$ cat config.mk
export PLATFORM = sky130hd
export DESIGN_NAME = bank_mem_decoder
export DESIGN_NICKNAME = d
export VERILOG_FILES = /design/src/rtl/bmd_pkg.sv /design/src/rtl/bmd_ctrl.sv /design/src/rtl/bmd_decode.sv /design/src/rtl/bmd_rdmux.sv /design/src/rtl/bank_mem_decoder.sv
export SDC_FILE = /design/constraint.sdc
export NUM_CORES = 1
export LEC_CHECK = 0
export BUFFER_PORTS_ARGS = -buffer_cell sky130_fd_sc_hd__buf_2
export CORE_MARGIN = 2
export CORE_UTILIZATION = 39
export CTS_BUF_LIST = sky130_fd_sc_hd__clkbuf_16
export DETAILED_ROUTE_END_ITERATION = 6
export PLACE_DENSITY_LB_ADDON = 0.12
export SYNTH_ARGS = -nofsm -noshare
export SYNTH_HDL_FRONTEND = slang
export SYNTH_SLANG_ARGS = --single-unit
$ cat constraint.sdc
create_clock -name clk -period 7.4 [get_ports clk]
set_clock_uncertainty 0.1 [all_clocks]
set_input_delay 1.48 -clock clk [delete_from_list [all_inputs] [get_ports clk]]
set_output_delay 1.48 -clock clk [all_outputs]
set_load 0.01 [all_outputs]
$ cat src/rtl/bmd_pkg.sv
package bmd_pkg;

  localparam int ADDR_W   = 16;
  localparam int BANK_W   = 2;
  localparam int HALF_W   = ADDR_W - 1;
  localparam int RAM_AW   = HALF_W + BANK_W;
  localparam int VID_AW   = 11;
  localparam int DATA_W   = 8;
  localparam int CMD_W    = 3;
  localparam int MODE_W   = 2;
  localparam int N_TGT    = 5;

  // target index inside the one-hot select
  localparam int T_ROM = 0;
  localparam int T_RAM = 1;
  localparam int T_KBD = 2;
  localparam int T_VID = 3;
  localparam int T_PRN = 4;

  localparam logic [ADDR_W-1:0] PRN_PORT   = 16'h37E8;
  localparam logic [ADDR_W-1:0] LOW_RAM_LO = 16'h4000;
  localparam logic [ADDR_W-1:0] HI_KBD_LO  = 16'hF400;
  localparam logic [ADDR_W-1:0] HI_VID_LO  = 16'hF800;
  localparam logic [5:0]        KBD_1K     = 6'b001110;
  localparam logic [5:0]        VID_1K     = 6'b001111;

  typedef struct packed {
    logic              ok;
    logic [BANK_W-1:0] lo;
    logic [BANK_W-1:0] hi;
  } bank_pair_t;

  function automatic bank_pair_t bank_lookup(input logic [CMD_W-1:0] cmd);
    bank_pair_t r;
    r = '{ok: 1'b1, lo: 2'd0, hi: 2'd0};
    case (cmd)
      3'd0:    r = '{ok: 1'b1, lo: 2'd0, hi: 2'd0};
      3'd2:    r = '{ok: 1'b1, lo: 2'd0, hi: 2'd1};
      3'd3:    r = '{ok: 1'b1, lo: 2'd0, hi: 2'd2};
      3'd6:    r = '{ok: 1'b1, lo: 2'd2, hi: 2'd0};
      3'd7:    r = '{ok: 1'b1, lo: 2'd3, hi: 2'd0};
      default: r = '{ok: 1'b0, lo: 2'd0, hi: 2'd0};
    endcase
    return r;
  endfunction

endpackage

$ cat src/rtl/bmd_ctrl.sv
module bmd_ctrl
  import bmd_pkg::*;
(
  input  logic              clk,
  input  logic              rst_n,
  input  logic              mode_we,
  input  logic [MODE_W-1:0] mode_in,
  input  logic              ovl_we,
  input  logic              ovl_in,
  input  logic              bank_we,
  input  logic [CMD_W-1:0]  bank_cmd,
  input  logic              page_we,
  input  logic              page_in,
  output logic [MODE_W-1:0] mode_q,
  output logic              ovl_q,
  output logic              page_q,
  output logic [BANK_W-1:0] bank_lo_q,
  output logic [BANK_W-1:0] bank_hi_q,
  output logic              err_q
);

  logic [1:0]        rst_pipe;
  logic              rst_int_n;
  logic [MODE_W-1:0] mode_d;
  logic              ovl_d;
  logic              page_d;
  logic [BANK_W-1:0] bank_lo_d;
  logic [BANK_W-1:0] bank_hi_d;
  logic              err_d;
  bank_pair_t        lk;

  // reset asserts at once, releases on the clock
  always_ff @(posedge clk or negedge rst_n) begin
    if (!rst_n) rst_pipe <= 2'b00;
    else        rst_pipe <= {rst_pipe[0], 1'b1};
  end
  assign rst_int_n = rst_pipe[1];

  always_comb begin
    lk        = bank_lookup(bank_cmd);
    mode_d    = mode_q;
    ovl_d     = ovl_q;
    page_d    = page_q;
    bank_lo_d = bank_lo_q;
    bank_hi_d = bank_hi_q;
    err_d     = 1'b0;
    if (mode_we) mode_d = mode_in;
    if (ovl_we)  ovl_d  = ovl_in;
    if (page_we) page_d = page_in;
    if (bank_we) begin
      if (lk.ok) begin
        bank_lo_d = lk.lo;
        bank_hi_d = lk.hi;
      end else begin
        err_d = 1'b1;
      end
    end
  end

  always_ff @(posedge clk or negedge rst_int_n) begin
    if (!rst_int_n) begin
      mode_q    <= '0;
      ovl_q     <= 1'b1;
      page_q    <= 1'b0;
      bank_lo_q <= '0;
      bank_hi_q <= '0;
      err_q     <= 1'b0;
    end else begin
      mode_q    <= mode_d;
      ovl_q     <= ovl_d;
      page_q    <= page_d;
      bank_lo_q <= bank_lo_d;
      bank_hi_q <= bank_hi_d;
      err_q     <= err_d;
    end
  end

endmodule

$ cat src/rtl/bmd_decode.sv
module bmd_decode
  import bmd_pkg::*;
#(
  parameter int ROM_BYTES = 'h3000
)(
  input  logic [MODE_W-1:0] mode,
  input  logic              ovl,
  input  logic              page,
  input  logic              wr,
  input  logic [ADDR_W-1:0] addr,
  output logic [N_TGT-1:0]  sel,
  output logic [VID_AW-1:0] vid_addr
);

  localparam logic [ADDR_W-1:0] ROM_END = ADDR_W'(ROM_BYTES);

  logic in_rom, in_kbd_lo, in_vid_lo, in_ram_hi;
  logic [N_TGT-1:0] rd_only_kbd;

  assign in_rom    = addr < ROM_END;
  assign in_kbd_lo = addr[ADDR_W-1:10] == KBD_1K;
  assign in_vid_lo = addr[ADDR_W-1:10] == VID_1K;
  assign in_ram_hi = addr >= LOW_RAM_LO;
  assign rd_only_kbd = wr ? '0 : N_TGT'(1 << T_KBD);

  always_comb begin
    sel      = '0;
    vid_addr = {page, addr[9:0]};
    case (mode)
      2'd0: begin
        if (addr == PRN_PORT)  sel[T_PRN] = 1'b1;
        else if (in_rom)       sel[T_ROM] = !wr;
        else if (in_kbd_lo)    sel = rd_only_kbd;
        else if (in_vid_lo)    sel[T_VID] = 1'b1;
        else if (in_ram_hi)    sel[T_RAM] = 1'b1;
      end
      2'd1: begin
        if (ovl && in_rom && !wr) sel[T_ROM] = 1'b1;
        else if (in_kbd_lo)       sel = rd_only_kbd;
        else if (in_vid_lo)       sel[T_VID] = 1'b1;
        else                      sel[T_RAM] = 1'b1;
      end
      2'd2: begin
        if (addr < HI_KBD_LO)      sel[T_RAM] = 1'b1;
        else if (addr < HI_VID_LO) sel = rd_only_kbd;
        else begin
          sel[T_VID] = 1'b1;
          vid_addr   = addr[VID_AW-1:0];
        end
      end
      default: sel[T_RAM] = 1'b1;
    endcase
  end

endmodule

$ cat src/rtl/bmd_rdmux.sv
module bmd_rdmux
  import bmd_pkg::*;
(
  input  logic [N_TGT-1:0]             sel,
  input  logic [N_TGT-1:0][DATA_W-1:0] src,
  output logic [DATA_W-1:0]            rdata
);

  logic [N_TGT-1:0][DATA_W-1:0] masked;

  genvar g;
  generate
    for (g = 0; g < N_TGT; g++) begin : g_mask
      assign masked[g] = src[g] & {DATA_W{sel[g]}};
    end
  endgenerate

  always_comb begin
    rdata = '0;
    for (int i = 0; i < N_TGT; i++) rdata = rdata | masked[i];
    if (sel == '0) rdata = '1;
  end

endmodule

$ cat src/rtl/bank_mem_decoder.sv
module bank_mem_decoder
  import bmd_pkg::*;
#(
  parameter int ROM_BYTES = 'h3000
)(
  input  logic        clk,
  input  logic        rst_n,
  input  logic        mode_we,
  input  logic [1:0]  mode_in,
  input  logic        ovl_we,
  input  logic        ovl_in,
  input  logic        bank_we,
  input  logic [2:0]  bank_cmd,
  input  logic        page_we,
  input  logic        page_in,
  input  logic [15:0] addr,
  input  logic        wr,
  input  logic [7:0]  rom_rdata,
  input  logic [7:0]  ram_rdata,
  input  logic [7:0]  kbd_rdata,
  input  logic [7:0]  vid_rdata,
  input  logic [7:0]  prn_rdata,
  output logic [4:0]  sel,
  output logic [16:0] ram_addr,
  output logic [10:0] vid_addr,
  output logic [7:0]  rdata,
  output logic        bank_err
);

  logic [MODE_W-1:0] mode_q;
  logic              ovl_q;
  logic              page_q;
  logic [BANK_W-1:0] bank_lo_q;
  logic [BANK_W-1:0] bank_hi_q;
  logic [BANK_W-1:0] bank_now;
  logic [N_TGT-1:0][DATA_W-1:0] src;

  bmd_ctrl u_ctrl (
    .clk       (clk),
    .rst_n     (rst_n),
    .mode_we   (mode_we),
    .mode_in   (mode_in),
    .ovl_we    (ovl_we),
    .ovl_in    (ovl_in),
    .bank_we   (bank_we),
    .bank_cmd  (bank_cmd),
    .page_we   (page_we),
    .page_in   (page_in),
    .mode_q    (mode_q),
    .ovl_q     (ovl_q),
    .page_q    (page_q),
    .bank_lo_q (bank_lo_q),
    .bank_hi_q (bank_hi_q),
    .err_q     (bank_err)
  );

  bmd_decode #(.ROM_BYTES(ROM_BYTES)) u_dec (
    .mode     (mode_q),
    .ovl      (ovl_q),
    .page     (page_q),
    .wr       (wr),
    .addr     (addr),
    .sel      (sel),
    .vid_addr (vid_addr)
  );

  // bank of the half addressed, scaled to 32 KB
  assign bank_now = addr[ADDR_W-1] ? bank_hi_q : bank_lo_q;
  assign ram_addr = {1'b0, addr} + {bank_now, {HALF_W{1'b0}}};

  assign src[T_ROM] = rom_rdata;
  assign src[T_RAM] = ram_rdata;
  assign src[T_KBD] = kbd_rdata;
  assign src[T_VID] = vid_rdata;
  assign src[T_PRN] = prn_rdata;

  bmd_rdmux u_mux (
    .sel   (sel),
    .src   (src),
    .rdata (rdata)
  );

endmodule

# Word level (Yosys, flattened, before mapping)
# Index checks and enable logic that the tools add are counted.
# word_totals
inputBits	70
regBits	11
output_inout_bits	42
elab_cells	71
# op_classes
muxes	34
addsub	1
magnitude_cmp	4
n_eq_ne	9
bitwise_logic	9
reduce_logical	7
# op_table
operator	n
AND 8 bit	5
two-way mux 11 bit	3
< comparator 16 bit, second input constant	2
OR 8 bit	4
one-hot mux 5 bit (5 select lines)	1
two-way mux 1 bit	19
adder 16 x 17 -> 17 bit	1
== test 16 x 14 -> 1 bit, second input constant	1
>= comparator 16 x 15 -> 1 bit, second input constant	1
< comparator 16 x 14 -> 1 bit, second input constant	1
== test 6 x 4 -> 1 bit, second input constant	2
two-way mux 4 bit	3
two-way mux 3 bit	3
one-hot mux 3 bit (3 select lines)	1
two-way mux 8 bit	1
== test 3 x 2 -> 1 bit, second input constant	2
== test 3 bit, second input constant	2
one-hot mux 1 bit (3 select lines)	2
logical NOT 5 bit	1
logical NOT 3 bit	1
== test 2 x 1 -> 1 bit, second input constant	1
== test 2 bit, second input constant	1
logical AND 1 bit	2
logical NOT 2 bit	1
other kinds (3)	3

# Logic depth before layout (Yosys ltp)
# logic_depth
depth_word	13
mapped_depth	6

# By module
# Synthesis repeated with hierarchy kept, for this count alone.
# unflattened
cells_unflattened	126
area_unflattened_um2	1134.8
# by_module_without_submodules
module	cells_per_inst	n_inst	area_per_inst_um2
bmd_ctrl	33	1	430.4
bmd_decode	42	1	299.0
bmd_rdmux	32	1	250.2
bank_mem_decoder	19	1	155.1

# Worst setup path after synthesis
# Ideal clock, no wire load.
# synth_path
path_kind	input to output
start	input addr[15]
end	output rdata[2]
stages	5
path_slack_ns	2.596
arrival_ns	3.224
path_buffers	0
cell_sequence	or3_4 -> or4_4 -> o31ai_4 -> nor4b_4 -> or4b_1
# synth_via
word_cells_on_any_way	43
# synth_rtl
element	line	rtl
from (decl)	bank_mem_decoder.sv:16	input logic [15:0] addr,
< comparator 16 x 14 -> 1 bit or == test 6 x 4 -> 1 bit (tied branches)	bmd_decode.sv:20, bmd_decode.sv:21	
logical AND 1 bit or two-way mux 1 bit (tied branches)	bmd_decode.sv:38, bmd_decode.sv:33, bmd_decode.sv:39	
logical AND 1 bit or two-way mux 4 bit (tied branches)	bmd_decode.sv:38, bmd_decode.sv:32	
two-way mux 4 bit, on equally long branches	bmd_decode.sv:38, bmd_decode.sv:31	
one-hot mux 3 bit (3 select lines) *	bmd_decode.sv:29	case (mode)
via sel[2]	bank_mem_decoder.sv:23	output logic [4:0] sel,
AND 8 bit	bmd_rdmux.sv:14	assign masked[g] = src[g] & {DATA_W{sel[g]}};
OR 8 bit (3 in a row)	bmd_rdmux.sv:20	for (int i = 0; i < N_TGT; i++) rdata = rdata | masked[i];
two-way mux 8 bit *	bmd_rdmux.sv:21	if (sel == '0) rdata = '1;
to (decl)	bank_mem_decoder.sv:26	output logic [7:0] rdata,
# Mark *: on every way through the listed nets, which the timed path passes. The rest lies on a longest branch.

# Worst setup path after layout
# layout_path
start	input addr[15]
end	output rdata[4]
# layout_via
elab_chain_cells	13
word_cells_on_any_way	43
# layout_rtl
element	line	rtl
>= comparator 16 x 15 -> 1 bit	bmd_decode.sv:23	assign in_ram_hi = addr >= LOW_RAM_LO;
two-way mux 1 bit	bmd_decode.sv:35	else if (in_ram_hi) sel[T_RAM] = 1'b1;
two-way mux 1 bit	bmd_decode.sv:34	else if (in_vid_lo) sel[T_VID] = 1'b1;
two-way mux 1 bit	bmd_decode.sv:33	else if (in_kbd_lo) sel = rd_only_kbd;
two-way mux 4 bit	bmd_decode.sv:32	else if (in_rom) sel[T_ROM] = !wr;
two-way mux 4 bit	bmd_decode.sv:31	if (addr == PRN_PORT) sel[T_PRN] = 1'b1;
one-hot mux 1 bit (3 select lines)	bmd_decode.sv:29	
AND 8 bit	bmd_rdmux.sv:14	
OR 8 bit (4 in a row)	bmd_rdmux.sv:20	
two-way mux 8 bit *	bmd_rdmux.sv:21	
# Every way passes the cells marked *; elsewhere a longest branch is shown, timed or not.

==> out/metrics.cfg <==
[outcome]
outcome = finished, final reports clean

[floorplan]
core_area_sq_um = 2758
die_area_sq_um = 3371
floorplan.initialDensity_pct = 41.33
num_rows = 19
die_h_um = 58.06
die_w_um = 58.06
io-pin-count = 112

[setup_path]
cp.required_ns = 5.82
reg2reg_depth = 3
critPathLaunchType = primary input
reg2reg_from = u_ctrl.bank_lo_q[0]
cp.arrival_ns = 3.63
crit_start = addr[15]
path_class = in -> out
cp-end-kind = output port
crit_fanout = 9

[route]
wirelength_um = 3197
dr.pass1.iters = 4
postRouteAntennaNets = 0
vias_per_cell = 5.156
route.vias.total = 1258
wl_per_cell_um = 13.10
drc_errors = 0
drtIter0Drc = 57

[clock_tree]
htree_levels = 1
hold_buffers = 0
clk_pin_slew_ns = 0.04
postCtsSetupRepairBufs = 0
cts_resized = 0
numCtsBuffers = 3
cts-root-buf = clkbuf_16
cts_tree = done
clk_path_buf_depth = 2
clock-sinks = 11
clk_latency_ns = 0.24

[timing]
whs_ns = 0.04285
rsz0062_at_grt = false
final_hold_viol_count = 0
worst_pin_slew_ns = 0.5515
report.final.setup_viol = 0
fin_crit_sh_pct = 70.35
slew_headroom_pct = 63.23
slew_viol_final = 0
fin_crit_ns = 5.206
max_freq_ghz = 0.1921
final.setup.tns_ns = 0

[placement]
finalWeightedCongestion = 0.8336
dp_hpwl_um = 2658
port_buffers = 111
dpl_cell_area_sq_um = 1538

[cells_and_area]
layout.cells.most_common_list = buf_2 (111), a22o_1 (15), nand2_1 (11)
antennaDiodeCount = 0
final_util_pct = 58.62
areaGrowthSynthToFinish_pct = 41.82
design_area_sq_um = 1617
final_common_cell = buf_2
fillers = 259
fin_nets = 285
drive_above_1_share_pct = 59.62

[yosys]
syn-num-nets = 196
synth_edf_count = 0
synth.avg_cell_area_sq_um = 9.119
netlist_instances = 125
syn_area_sq_um = 1140
synth-seq-cells = 11
async_flop_share_pct = 100.0
synth_flop_cell = dfrtp_1
synth-seq-area-share_pct = 24.26
ys_warn_count = 0
ys_types = 37

[pwr]
p_leak_uw = 0.0008890
power_uw = 240.8
ir_drop_v = 0.0001578
power_density_nw_per_um2 = 148.9

[global_routing]
track_usage_pct = 19.02
grt_max_degree = 11
grt_pass1_vias = 1199
gr-total-overflow = 0
antenna_found_initial = 0
grt_pass1_wl_um = 5002

[flow_run]
cap_violations = 0

[min_path]
hold_class = reg -> async

[stage by stage]
step,cells,worst slack (ns)
after floorplan,125,2.596
after global placement,240,2.271
after detailed placement,240,2.179
after CTS,244,2.177
after global routing,244,2.071
final,244,2.194
[power breakdown]
| part | internal, uW | total [uW] | switching (uW) |
|---|---|---|---|
| clock | 70.8 | 96.6 | 25.8 |
| combinational | 37.6 | 72.5 | 34.9 |
| sequential | 66.7 | 71.7 | 4.92 |
| total | 175 | 241 | 65.7 |
[critical path, stage by stage]
cell and delay, ns:
buf_2 0.14, or3_4 0.42, nor3_1 0.27, and3_1 0.48, nor4b_4 0.13, or4b_1 0.55, buf_2 0.16
[logic make-up (layout without fill, tap and decap cells)]
family                     after synthesis  after routing  share of synthesized area [%]
AOI/OAI and AO/OA                       29             29                          20.97
xor gates and xnor gates                 1              1                         0.7685
adders and majority gates                1              1                          1.098
buffers and inverters                   30            118                          18.22
DFF                                     11             11                          24.26
muxes                                    6              6                          5.817
other                                    1              1                         0.3290
and+or+nand+nor                         46             46                          28.54
[metal layers]
| metal | track usage [%] | routed length, um |
|---|---|---|
| met5 | 0 | 0 |
| met4 | 8.970 | 67 |
| met3 | 3.348 | 290 |
| met1 | 20.91 | 1246 |
| met2 | 35.06 | 1592 |
[synthesized netlist by cell type (3+ instances only)]
cell type / instances / area (sq um)
nand2_1: 11 / 41.29
a21oi_1: 3 / 15.01
buf_4: 25 / 187.7
inv_1: 3 / 11.26
nor2_1: 6 / 22.52
o21ai_0: 4 / 20.02
a22o_1: 15 / 131.4
or4b_1: 8 / 80.08
mux2_2: 5 / 56.30
nand3_1: 5 / 25.02
dfrtp_1: 10 / 250.2
[cell type report]
type / count / area [sq um] / share of cell area [%]
multi-input cells: 84 / 655.6 / 40.56
repair buffers: 111 / 555.5 / 34.37
clock inverters: 1 / 3.754 / 0.2322
well taps: 31 / 38.79 / 2.399
inverters: 3 / 11.26 / 0.6966
clock buffers: 3 / 75.07 / 4.644
flip-flops and latches: 11 / 276.5 / 17.11
[path summary, 6_finish.rpt]
check / to / slack, ns
max in group asynchronous: u_ctrl.rst_pipe[1] / 6.18
min reg2reg: u_ctrl.mode_q[1] / 0.04
min: u_ctrl.mode_q[1] / 0.04
max: rdata[4] / 2.19
max reg2reg: u_ctrl.bank_lo_q[0] / 6.44
min in group clk: u_ctrl.rst_pipe[1] / 0.24
[sequential cells by signal, summed over array words and instances (netlist names)]
signal	count
u_ctrl.rst_pipe	2
u_ctrl.page_q	1
u_ctrl.bank_lo_q	2
u_ctrl.err_q	1
u_ctrl.ovl_q	1
u_ctrl.mode_q	2
u_ctrl.bank_hi_q	2
No activity file was read; power rests on OpenSTA's default activity.
